## src/rtl/isp_pkg.sv

```systemverilog
package isp_pkg;

    typedef logic [7:0] byte_t;

    localparam int PAGE_LEN = 256;

    typedef enum logic [1:0] {
        PH_OP,
        PH_HI,
        PH_LO,
        PH_DAT
    } hdr_ph_e;

    typedef enum logic {
        MD_HDR,
        MD_PAGE
    } mode_e;

    typedef enum logic [2:0] {
        K_NONE,
        K_EN,
        K_ERASE,
        K_RDB,
        K_WRB,
        K_RDP,
        K_WRP
    } kind_e;

    function automatic kind_e classify(
        input byte_t op,
        input byte_t c_en,
        input byte_t c_er,
        input byte_t c_rb,
        input byte_t c_wb,
        input byte_t c_rp,
        input byte_t c_wp
    );
        if (op == c_en)      return K_EN;
        else if (op == c_er) return K_ERASE;
        else if (op == c_rb) return K_RDB;
        else if (op == c_wb) return K_WRB;
        else if (op == c_rp) return K_RDP;
        else if (op == c_wp) return K_WRP;
        else                 return K_NONE;
    endfunction

endpackage

```

## src/rtl/isp_sampler.sv

```systemverilog
module isp_sampler #(
    parameter int GUARD_CYCLES = 64,
    parameter int SYNC_STAGES  = 2
) (
    input  logic clk,
    input  logic rst,
    input  logic prog_act,
    input  logic sck,
    input  logic mosi,
    output logic rise_o,
    output logic fall_o,
    output logic bit_o
);
    localparam int GW = $clog2(GUARD_CYCLES + 1);

    logic [SYNC_STAGES:0]   sck_q;
    logic [SYNC_STAGES-1:0] mosi_q;
    logic [GW-1:0]          guard_q;
    logic                   armed;

    always_ff @(posedge clk) begin
        if (rst) begin
            sck_q  <= '0;
            mosi_q <= '0;
        end else begin
            sck_q  <= {sck_q[SYNC_STAGES-1:0], sck};
            mosi_q <= {mosi_q[SYNC_STAGES-2:0], mosi};
        end
    end

    always_ff @(posedge clk) begin
        if (rst || !prog_act)
            guard_q <= '0;
        else if (!armed)
            guard_q <= guard_q + GW'(1);
    end

    assign armed  = (guard_q == GW'(GUARD_CYCLES));
    assign rise_o = armed && prog_act && sck_q[SYNC_STAGES-1] && !sck_q[SYNC_STAGES];
    assign fall_o = armed && prog_act && !sck_q[SYNC_STAGES-1] && sck_q[SYNC_STAGES];
    assign bit_o  = mosi_q[SYNC_STAGES-1];

    AST_GUARD_QUIET: assert property (@(posedge clk) disable iff (rst)
        $rose(prog_act) |=> !rise_o && !fall_o);

endmodule

```

## src/rtl/isp_shifter.sv

```systemverilog
module isp_shifter
    import isp_pkg::*;
(
    input  logic  clk,
    input  logic  rst,
    input  logic  prog_act,
    input  logic  rise,
    input  logic  fall,
    input  logic  bit_in,
    input  byte_t tx_byte,
    output logic  byte_done,
    output byte_t rx_byte,
    output logic  miso
);
    byte_t      rx_sr_q;
    byte_t      tx_sr_q;
    logic [2:0] cnt_q;

    always_ff @(posedge clk) begin
        if (rst || !prog_act) begin
            rx_sr_q   <= '0;
            tx_sr_q   <= '0;
            cnt_q     <= '0;
            byte_done <= 1'b0;
            rx_byte   <= '0;
            miso      <= 1'b0;
        end else begin
            byte_done <= 1'b0;
            if (rise) begin
                rx_sr_q <= {rx_sr_q[6:0], bit_in};
                cnt_q   <= cnt_q + 3'd1;
                if (cnt_q == 3'd7) begin
                    byte_done <= 1'b1;
                    rx_byte   <= {rx_sr_q[6:0], bit_in};
                end
            end
            if (fall) begin
                if (cnt_q == 3'd0) begin
                    miso    <= tx_byte[7];
                    tx_sr_q <= {tx_byte[6:0], 1'b0};
                end else begin
                    miso    <= tx_sr_q[7];
                    tx_sr_q <= {tx_sr_q[6:0], 1'b0};
                end
            end
        end
    end

    AST_MISO_RELEASED: assert property (@(posedge clk) disable iff (rst)
        !prog_act |=> !miso);

endmodule

```

## src/rtl/isp_engine.sv

```systemverilog
module isp_engine
    import isp_pkg::*;
#(
    parameter int          ADDR_W     = 11,
    parameter int          WR_BUSY    = 1500,
    parameter int          ER_BUSY    = 4000,
    parameter logic [7:0]  OP_ENABLE  = 8'hAC,
    parameter logic [7:0]  OP_ERASE   = 8'h8A,
    parameter logic [7:0]  OP_RD_BYTE = 8'h20,
    parameter logic [7:0]  OP_WR_BYTE = 8'h40,
    parameter logic [7:0]  OP_RD_PAGE = 8'h30,
    parameter logic [7:0]  OP_WR_PAGE = 8'h50
) (
    input  logic              clk,
    input  logic              rst,
    input  logic              prog_act,
    input  logic              byte_done,
    input  byte_t             rx_byte,
    output byte_t             tx_byte,
    output logic [ADDR_W-1:0] mem_addr,
    output byte_t             mem_wdata,
    output logic              mem_we,
    input  byte_t             mem_rdata
);
    localparam int HI_W    = ADDR_W - 8;
    localparam int DEPTH   = 1 << ADDR_W;
    localparam int ER_TIME = (ER_BUSY > DEPTH) ? ER_BUSY : DEPTH;
    localparam int WR_CW   = $clog2(WR_BUSY + 1);
    localparam int ER_CW   = $clog2(ER_TIME + 1);

    logic               enabled_q;
    mode_e              mode_q;
    hdr_ph_e            ph_q;
    kind_e              kind_q;
    logic [HI_W-1:0]    hi_q;
    byte_t              lo_q;
    byte_t              pidx_q;
    logic [WR_CW-1:0]   wr_cnt_q;
    logic [ER_CW-1:0]   er_cnt_q;
    logic [ADDR_W:0]    sweep_q;
    logic [ADDR_W-1:0]  poll_addr_q;
    byte_t              poll_dat_q;
    logic [ADDR_W-1:0]  wa_q;
    byte_t              wd_q;
    logic               we_q;

    logic               wr_busy;
    logic               er_busy;
    logic               sweep_on;
    logic               reading;
    logic [ADDR_W-1:0]  cur_addr;
    logic [ADDR_W-1:0]  page_waddr;

    assign wr_busy    = (wr_cnt_q != '0);
    assign er_busy    = (er_cnt_q != '0);
    assign sweep_on   = er_busy && !sweep_q[ADDR_W];
    assign cur_addr   = (mode_q == MD_PAGE) ? {hi_q, pidx_q} : {hi_q, lo_q};
    assign page_waddr = {hi_q, pidx_q};
    assign reading    = enabled_q &&
                        (((mode_q == MD_PAGE) && (kind_q == K_RDP)) ||
                         ((mode_q == MD_HDR) && (ph_q == PH_DAT) && (kind_q == K_RDB)));

    always_comb begin
        if (!reading || er_busy)
            tx_byte = 8'h00;
        else if (wr_busy && (cur_addr == poll_addr_q))
            tx_byte = {~poll_dat_q[7], 7'b0};
        else
            tx_byte = mem_rdata;
    end

    assign mem_we    = sweep_on || we_q;
    assign mem_wdata = sweep_on ? 8'hFF : wd_q;
    assign mem_addr  = sweep_on ? sweep_q[ADDR_W-1:0] : (we_q ? wa_q : cur_addr);

    always_ff @(posedge clk) begin
        if (rst || !prog_act) begin
            enabled_q   <= 1'b0;
            mode_q      <= MD_HDR;
            ph_q        <= PH_OP;
            kind_q      <= K_NONE;
            hi_q        <= '0;
            lo_q        <= '0;
            pidx_q      <= '0;
            wr_cnt_q    <= '0;
            er_cnt_q    <= '0;
            sweep_q     <= '0;
            poll_addr_q <= '0;
            poll_dat_q  <= '0;
            wa_q        <= '0;
            wd_q        <= '0;
            we_q        <= 1'b0;
        end else begin
            we_q <= 1'b0;
            if (wr_busy)  wr_cnt_q <= wr_cnt_q - WR_CW'(1);
            if (er_busy)  er_cnt_q <= er_cnt_q - ER_CW'(1);
            if (sweep_on) sweep_q  <= sweep_q + (ADDR_W+1)'(1);
            if (byte_done) begin
                if (mode_q == MD_PAGE) begin
                    if (kind_q == K_WRP && !er_busy) begin
                        we_q        <= 1'b1;
                        wa_q        <= page_waddr;
                        wd_q        <= rx_byte;
                        poll_addr_q <= page_waddr;
                        poll_dat_q  <= rx_byte;
                        wr_cnt_q    <= WR_CW'(WR_BUSY);
                    end
                    pidx_q <= pidx_q + 8'd1;
                    if (pidx_q == 8'(PAGE_LEN - 1))
                        mode_q <= MD_HDR;
                end else begin
                    unique case (ph_q)
                        PH_OP: begin
                            kind_q <= classify(rx_byte, OP_ENABLE, OP_ERASE, OP_RD_BYTE,
                                               OP_WR_BYTE, OP_RD_PAGE, OP_WR_PAGE);
                            ph_q   <= PH_HI;
                        end
                        PH_HI: begin
                            hi_q <= rx_byte[HI_W-1:0];
                            if (enabled_q && (kind_q == K_RDP || kind_q == K_WRP)) begin
                                mode_q <= MD_PAGE;
                                pidx_q <= '0;
                                ph_q   <= PH_OP;
                            end else begin
                                ph_q <= PH_LO;
                            end
                        end
                        PH_LO: begin
                            lo_q <= rx_byte;
                            ph_q <= PH_DAT;
                        end
                        PH_DAT: begin
                            ph_q <= PH_OP;
                            if (kind_q == K_EN) begin
                                enabled_q <= 1'b1;
                            end else if (kind_q == K_ERASE && enabled_q && !er_busy) begin
                                er_cnt_q <= ER_CW'(ER_TIME);
                                sweep_q  <= '0;
                            end else if (kind_q == K_WRB && enabled_q && !er_busy) begin
                                we_q        <= 1'b1;
                                wa_q        <= {hi_q, lo_q};
                                wd_q        <= rx_byte;
                                poll_addr_q <= {hi_q, lo_q};
                                poll_dat_q  <= rx_byte;
                                wr_cnt_q    <= WR_CW'(WR_BUSY);
                            end
                        end
                        default: ph_q <= PH_OP;
                    endcase
                end
            end
        end
    end

    AST_WE_NEEDS_ENABLE: assert property (@(posedge clk) disable iff (rst)
        mem_we |-> enabled_q);
    AST_NO_WRITE_IN_ERASE: assert property (@(posedge clk) disable iff (rst)
        er_busy |-> !we_q);
    AST_WRITE_TIMED: assert property (@(posedge clk) disable iff (rst)
        (mem_we && !sweep_on) |-> wr_busy);
    AST_PAGE_HOLD: assert property (@(posedge clk) disable iff (rst)
        (prog_act && mode_q == MD_PAGE && !byte_done) |=> $stable(pidx_q));

endmodule

```

## src/rtl/isp_slave.sv

```systemverilog
module isp_slave
    import isp_pkg::*;
#(
    parameter int          ADDR_W       = 11,
    parameter int          GUARD_CYCLES = 64,
    parameter int          WR_BUSY      = 1500,
    parameter int          ER_BUSY      = 4000,
    parameter logic [7:0]  OP_ENABLE    = 8'hAC,
    parameter logic [7:0]  OP_ERASE     = 8'h8A,
    parameter logic [7:0]  OP_RD_BYTE   = 8'h20,
    parameter logic [7:0]  OP_WR_BYTE   = 8'h40,
    parameter logic [7:0]  OP_RD_PAGE   = 8'h30,
    parameter logic [7:0]  OP_WR_PAGE   = 8'h50
) (
    input  logic              clk,
    input  logic              rst,
    input  logic              prog_req,
    input  logic              sck,
    input  logic              mosi,
    output logic              miso,
    output logic [ADDR_W-1:0] mem_addr,
    output logic [7:0]        mem_wdata,
    output logic              mem_we,
    input  logic [7:0]        mem_rdata
);
    logic  rise, fall, bit_s, byte_done;
    byte_t rx_byte, tx_byte;

    isp_sampler #(
        .GUARD_CYCLES (GUARD_CYCLES),
        .SYNC_STAGES  (2)
    ) u_sampler (
        .clk      (clk),
        .rst      (rst),
        .prog_act (prog_req),
        .sck      (sck),
        .mosi     (mosi),
        .rise_o   (rise),
        .fall_o   (fall),
        .bit_o    (bit_s)
    );

    isp_shifter u_shifter (
        .clk       (clk),
        .rst       (rst),
        .prog_act  (prog_req),
        .rise      (rise),
        .fall      (fall),
        .bit_in    (bit_s),
        .tx_byte   (tx_byte),
        .byte_done (byte_done),
        .rx_byte   (rx_byte),
        .miso      (miso)
    );

    isp_engine #(
        .ADDR_W     (ADDR_W),
        .WR_BUSY    (WR_BUSY),
        .ER_BUSY    (ER_BUSY),
        .OP_ENABLE  (OP_ENABLE),
        .OP_ERASE   (OP_ERASE),
        .OP_RD_BYTE (OP_RD_BYTE),
        .OP_WR_BYTE (OP_WR_BYTE),
        .OP_RD_PAGE (OP_RD_PAGE),
        .OP_WR_PAGE (OP_WR_PAGE)
    ) u_engine (
        .clk       (clk),
        .rst       (rst),
        .prog_act  (prog_req),
        .byte_done (byte_done),
        .rx_byte   (rx_byte),
        .tx_byte   (tx_byte),
        .mem_addr  (mem_addr),
        .mem_wdata (mem_wdata),
        .mem_we    (mem_we),
        .mem_rdata (mem_rdata)
    );

endmodule

```

## config.mk

```make
export PLATFORM = sky130hd
export DESIGN_NAME = isp_slave
export DESIGN_NICKNAME = d
export VERILOG_FILES = /design/src/rtl/isp_pkg.sv /design/src/rtl/isp_sampler.sv /design/src/rtl/isp_shifter.sv /design/src/rtl/isp_engine.sv /design/src/rtl/isp_slave.sv
export SDC_FILE = /design/constraint.sdc
export NUM_CORES = 1
export LEC_CHECK = 0
export BUFFER_PORTS_ARGS = -buffer_cell sky130_fd_sc_hd__buf_2
export CAP_MARGIN = 25
export CORE_MARGIN = 2
export CORE_UTILIZATION = 40
export DETAILED_ROUTE_END_ITERATION = 12
export RECOVER_POWER = 100
export SYNTH_ARGS = -nofsm -noshare
export SYNTH_HDL_FRONTEND = slang
export SYNTH_SLANG_ARGS = --single-unit
export TNS_END_PERCENT = 20
```

## constraint.sdc

```tcl
create_clock -name clk -period 2.95 [get_ports clk]
set_clock_uncertainty 0.2 [all_clocks]
set_input_delay 0.295 -clock clk [delete_from_list [all_inputs] [get_ports clk]]
set_output_delay 0.295 -clock clk [all_outputs]
set_load 0.05 [all_outputs]
```

==> out/summary.txt, run 1 <==
status: completed
storage element area: 2400 sq um
Post-DP HPWL: 8.60 mm
Netlist Area Pre-Place: 5700 sq um
Placer Congestion: 0.858
DRT antenna net count: 0
Worst setup SP type: register
Yosys top cell by area: dfxtp_1
First DRT Iteration DRCs: 271
height of the chip: 123 um
Critical Path Sink Type: output port
setup_tns: 0 ns
maxcap violations: 0
final hold viol count: 0
first-pass GRT wire length: 20.8 mm
post-synthesis register bit count: 120
area of the multi-input gates: 3070 sq um
largest family of logic cells by synthesized area: simple AND/OR/NAND/NOR gates
area share of the largest cell type after synthesis: 0.422
IO buf count: 33
syn avg cell area: 8.88 sq um
row count: 43
Lkg Pwr: 2.60 nW
VDD IR max: 961 uV
initial antenna violation count: 0
Root Driver: clkbuf_16
# IOs: 34
sequential-to-total area share from yosys stat: 0.422
Via density: 5.10
Layout Cells excl Fill: 878
Initial Utilization: 0.410
CP Data Arrival Time: 2.23 ns
clock-pin transition on the worst setup and hold timing paths: 0.06 ns
WL/cell: 13.8 um
most common cell after layout, fill and taps aside: dfxtp_1
unrepaired setup endpoints after global routing: false
Layout Nets: 709
Die Wd: 123 um
Synth cell types: 59
Yosys Warn Count: 0
Syn Nets: 665
CTS tree: built
final setup vio count: 0
largest net degree at the start of global routing: 59
GR Overflow Total: 0
Antenna Cells: 0
compound-gate portion of the synthesized area: 0.116
H-tree Lvls: 4
share of cells above drive strength 1: 0.149
worst path required time: 2.46 ns
most frequent cells in the layout: dfxtp_1, nor2_1, nand2_1
mux share of post-synthesis cell area: 0.0856
clk_lat worst skew: 0.41 ns
clock sinks: 120
worst rel slew slack: 0.341
GRT Util Overall: 0.173
1st-pass router iterations: 4
Filler cells: 1342
vias in the first global route: 4350
Worst Hold Class: in2reg
Synth area leaders: dfxtp_1, mux2i_1, nor2_1, xnor2_1, nand2_1
CTS Buf Count: 17
die area: 15200 sq um
Syn Inst Count: 642
DRC viols: 0
post-synthesis simple-gate area fraction: 0.240
vias after detailed routing: 4476
Max Fclk: 0.367 GHz
Max FO, Critical Path: 30
xor/xnor cell area share of the yosys netlist: 0.0769
Worst Path Class, Setup: reg2out
crit path time final: 2.73 ns
power per cell area: 936 nW/um^2
CTS max path bufs: 2
crit share post-route: 0.924
core region area: 13900 sq um
Layout area overhead: 18.0%
final number of max-transition violations: 0
Tightest Pin Transition: 0.989 ns
final WL: 12.1 mm
placed cells: 834
post-synthesis adder-cell area fraction: 0.0220
==> Yosys cell counts (all sizes together) <==
cell,count
and3b,1
mux2,1
mux2i,44
a2111oi,2
xnor2,26
a32oi,1
dfxtp,120
o31ai,2
nor2,104
ha,10
a221oi,7
inv,16
nand3,12
or2,9
and4b,2
o21a,1
nor3,15
a41oi,3
nor4bb,1
a31oi,4
and4,3
a21oi,34
nand4,11
o22a,1
nand4bb,1
buf,13
and2,1
nor2b,12
nand2b,10
nand4b,4
or3,7
and3,5
nand2,59
o21ai,33
a22oi,2
nand3b,3
clkbuf,18
xor2,24
or4,1
nor4,5
nor3b,3
a211oi,11
==> critical path, stage by stage, from the launching register on <==
cell and delay (ns):
dfxtp_1 0.31, inv_1 0.08, ha_1 0.19, nor2b_2 0.29, a41oi_4 0.16, buf_6 0.21
o21ai_0 0.25, clkbuf_2 0.33
==> cell type report <==
| class | count | area share |
|---|---|---|
| flip-flops and latches | 120 | 0.357 |
| well taps | 180 | 0.0335 |
| multi-input cells | 475 | 0.457 |
| inverters | 16 | 0.00894 |
| repair buffers | 56 | 0.0564 |
| clock inverters | 13 | 0.0233 |
| clock buffers | 18 | 0.0638 |
==> state kept, by name, summed over array words and instances, names as in the netlist, 2 cells and up, named ones only <==
name,cells
u_engine.wd_q,8
u_shifter.rx_byte,8
u_engine.kind_q,3
u_sampler.sck_q,3
u_engine.pidx_q,8
u_sampler.guard_q,7
u_engine.sweep_q,12
u_engine.lo_q,8
u_engine.er_cnt_q,12
u_engine.wa_q,11
u_shifter.tx_sr_q,7
u_sampler.mosi_q,2
u_shifter.rx_sr_q,7
u_engine.wr_cnt_q,11
u_shifter.cnt_q,3
u_engine.hi_q,3
==> power by group <==
part / internal [mW] / switching, mW
Combinational: 0.814 / 1.60
Sequential: 1.72 / 0.103
Clock: 1.32 / 0.730
==> timing repair <==
action / CTS / global route
pin swaps: 0 / 1
setup endpoints to repair: 11 / 11
hold endpoints to repair: 12 / 0
hold buffers: 12 / 0
resized for setup: 2 / 1
setup buffers: 0 / 1
==> kinds of logic after synthesis <==
logic type / count (synthesis)
flops: 120
buf+inv: 47
compound gates: 101
xor+xnor: 50
simple gates: 269
mux: 45
fa+ha+maj: 10
==> stage by stage <==
step / setup slack, ns / power, mW / area, sq um / util / hold slack, ns
floorplan: 0.0212 / 3.75 / 5700 / - / 0.167
global placement: 0.386 / 4.14 / 6030 / 0.434 / 0.224
detailed placement: 0.322 / 4.19 / 6030 / 0.434 / 0.238
CTS: 0.00412 / 6.32 / 6750 / 0.486 / 0.155
global route: 0.0707 / 6.64 / 6720 / 0.484 / 0.196
finish: 0.224 / 6.29 / 6720 / 0.484 / 0.152
==> routing by layer <==
metal / vias to the layer above / routed length (um) / track usage
met5: - / 0 / 0
met4: 0 / 109 / 0.0597
met3: 14 / 467 / 0.0507
met2: 81 / 5590 / 0.273
met1: 2076 / 5970 / 0.226
li1: 2305 / - / -
==> path summary, 6_finish.rpt <==
| kind | startpoint | end | slack [ns] | cells after the start |
|---|---|---|---|---|
| max | u_engine.er_cnt_q[0] | mem_addr[1] | 0.22 | 7 |
| min | mem_rdata[7] | u_shifter.miso | 0.15 | 5 |
| max reg2reg | u_engine.er_cnt_q[0] | u_engine.sweep_q[9] | 0.31 | 7 |
| min reg2reg | u_sampler.mosi_q[0] | u_sampler.mosi_q[1] | 0.25 | 1 |
Note: power is estimated with default switching activity, not from simulation.
==> inputs of run 2 (changes only) <==
--- a/config.mk
+++ b/config.mk
@@ -10,7 +10,9 @@
 export CORE_MARGIN = 2
 export CORE_UTILIZATION = 40
 export DETAILED_ROUTE_END_ITERATION = 12
+export PLACE_DENSITY_LB_ADDON = 0.2
 export RECOVER_POWER = 100
+export SETUP_SLACK_MARGIN = 0.5
 export SYNTH_ARGS = -nofsm -noshare
 export SYNTH_HDL_FRONTEND = slang
 export SYNTH_SLANG_ARGS = --single-unit
==> run 2 against run 1 <==
Net effect:
- global-route usage up 0.88 points
- routed wire length up 8.2%
- sequential share of layout area down 2.0 points
- worst setup slack better by 0.0040 ns
- hold slack worse by 0.0039 ns
- core utilization up 3.0 points
==> out/summary.txt, run 2 (synthesized netlist as in run 1, its figures left out) <==
Placer Congestion: 0.876 (+2.1%)
clk_lat worst skew: 0.41 ns (about the same)
Antenna Cells: 0 (unchanged)
GR Overflow Total: 0 (unchanged)
worst reg2reg path depth: 11 (+4)
1st-pass router iterations: 5 (+1)
Critical Path Source: u_engine.er_cnt_q[0]
IO buf count: 33 (unchanged)
final setup vio count: 0 (unchanged)
final WL: 13.1 mm (+8.2%)
worst path required time: 2.46 ns (about the same)
post-route cell area: 7140 sq um (+6.3%)
die area: 15200 sq um (unchanged)
hold path depth: 5 (unchanged)
initial antenna violation count: 0 (unchanged)
R2R Path End: u_engine.wa_q[5]
WL/cell: 14.6 um (+5.8%)
Filler cells: 1253 (-6.6%)
H-tree Lvls: 4 (unchanged)
Hold Crit Start: mem_rdata[7]
crit path time final: 2.72 ns (-0.00400 ns)
vias in the first global route: 4424 (+1.7%)
fin util: 0.515 (+0.0304)
Via density: 5.16 (+1.2%)
setup_tns: 0 ns (unchanged)
# IOs: 34 (unchanged)
worst rel slew slack: 0.408 (+0.0673)
core region area: 13900 sq um (unchanged)
unrepaired setup endpoints after global routing: true
share of cells above drive strength 1: 0.203 (+0.0543)
Worst Path Class, Setup: reg2out
Reg2Reg Setup Slack: 0.33 ns (+0.02 ns)
final number of max-transition violations: 0 (unchanged)
DRC viols: 0 (unchanged)
Initial Utilization: 0.410 (unchanged)
status: completed
CTS Buf Count: 17 (unchanged)
Layout area overhead: 25.4%
CP Data Arrival Time: 2.23 ns (about the same)
clock-pin transition on the worst setup and hold timing paths: 0.05 ns (about the same)
DRT antenna net count: 0 (unchanged)
Post-DP HPWL: 8.54 mm (-0.71%)
Worst Hold Class: in2reg
Layout Cells excl Fill: 898 (+2.3%)
Tightest Pin Transition: 0.886 ns (-0.103 ns)
most frequent cells in the layout: dfxtp_1, nor2_1, nand2_1
maxcap violations: 0 (unchanged)
crit share post-route: 0.923 (-0.00136)
VDD IR max: 1190 uV (+24%)
placed cells: 836 (+0.24%)
first-pass GRT wire length: 21.7 mm (+4.3%)
CTS max path bufs: 2 (unchanged)
Max FO, Critical Path: 4 (-87%)
hold_ws: 0.148 ns (-0.00392 ns)
DP Area: 6060 sq um (+0.46%)
GRT Util Overall: 0.182 (+0.00876)
largest net degree at the start of global routing: 45 (-24%)
Worst setup SP type: register
CTS tree: built
vias after detailed routing: 4634 (+3.5%)
Lkg Pwr: 2.82 nW (+8.7%)
First DRT Iteration DRCs: 355 (+31%)
most common cell after layout, fill and taps aside: dfxtp_1
power per cell area: 1050 nW/um^2 (+13%)
Layout Nets: 728 (+2.7%)
Hold Crit Endpoint: u_shifter.miso
Die Wd: 123 um (unchanged)
registers with the most flip-flops: u_engine.er_cnt_q (12), u_engine.sweep_q (12)
Root Driver: clkbuf_16
Critical Path Sink Type: output port
height of the chip: 123 um (unchanged)
clock sinks: 120 (unchanged)
Max Fclk: 0.367 GHz (+0.15%)
final hold viol count: 0 (unchanged)
RR Startpoint: u_engine.er_cnt_q[1]
row count: 43 (unchanged)
-- run 2: changes by cell type in the layout (fill, tap and decap cells not counted), sizes merged --
cell    before  now
buf         21   40
clkbuf      41   46
bufinv       3    1
clkinv       8    6
-- run 2: metrics by stage --
| stage | setup slack (ns) | power (mW) |
|---|---|---|
| finish | 0.228 | 7.53 |
| global route | 0.136 | 7.92 |
| CTS | 0.394 | 7.82 |
| detailed placement | 0.361 | 4.30 |
| global placement | 0.406 | 4.26 |
| floorplan | 0.371 | 3.76 |
-- run 2: worst max-delay path, stage by stage (launching register included) --
cell and delay, ns:
dfxtp_2 0.33, inv_2 0.05, ha_4 0.15, nor2b_4 0.12, buf_6 0.12, a41oi_4 0.22
clkbuf_1 0.18, buf_12 0.14, buf_16 0.13, nand2_4 0.05, o21ai_2 0.05, clkbuf_2 0.29
-- run 2: worst max path at each step --
stage / cells after the start / to
global route: 11 / mem_addr[1]
finish: 11 / mem_addr[4]
CTS: 11 / mem_addr[6]
detailed placement: 7 / u_shifter.tx_sr_q[5]
floorplan: 7 / mem_addr[0]
global placement: 7 / u_shifter.tx_sr_q[5]
-- run 2: cell type report --
class	count	area (sq um)	area share
clock buffers	23	468	0.0655
inverters	16	60.1	0.00841
flip-flops and latches	120	2410	0.337
well taps	180	225	0.0315
clock inverters	9	75.1	0.0105
repair buffers	75	669	0.0937
multi-input cells	475	3240	0.453
-- run 2: routing by layer --
metal	wire, um	vias to the layer above	GRT usage	part of all wire
met5	0	-	0	0
met2	6270	77	0.296	0.48
met4	154	0	0.0568	0.012
met1	6230	2190	0.235	0.47
met3	483	17	0.0494	0.037
li1	-	2350	-	-
-- run 2: repair_timing --
item | CTS | global route
endpoints found under the hold margin | 12 | 0
gates cloned | 4 | 0
setup buffers | 13 | 1
hold buffers | 12 | 0
setup endpoints to repair | 51 | 68
gates resized for setup | 87 | 19
pin swaps | 7 | 2
-- run 2: where the power goes --
part | total, mW | internal [mW] | switching, mW
clock | 1.90 | 1.19 | 0.711
combinational | 3.79 | 1.74 | 2.05
sequential | 1.83 | 1.72 | 0.107
total | 7.53 | 4.66 | 2.87
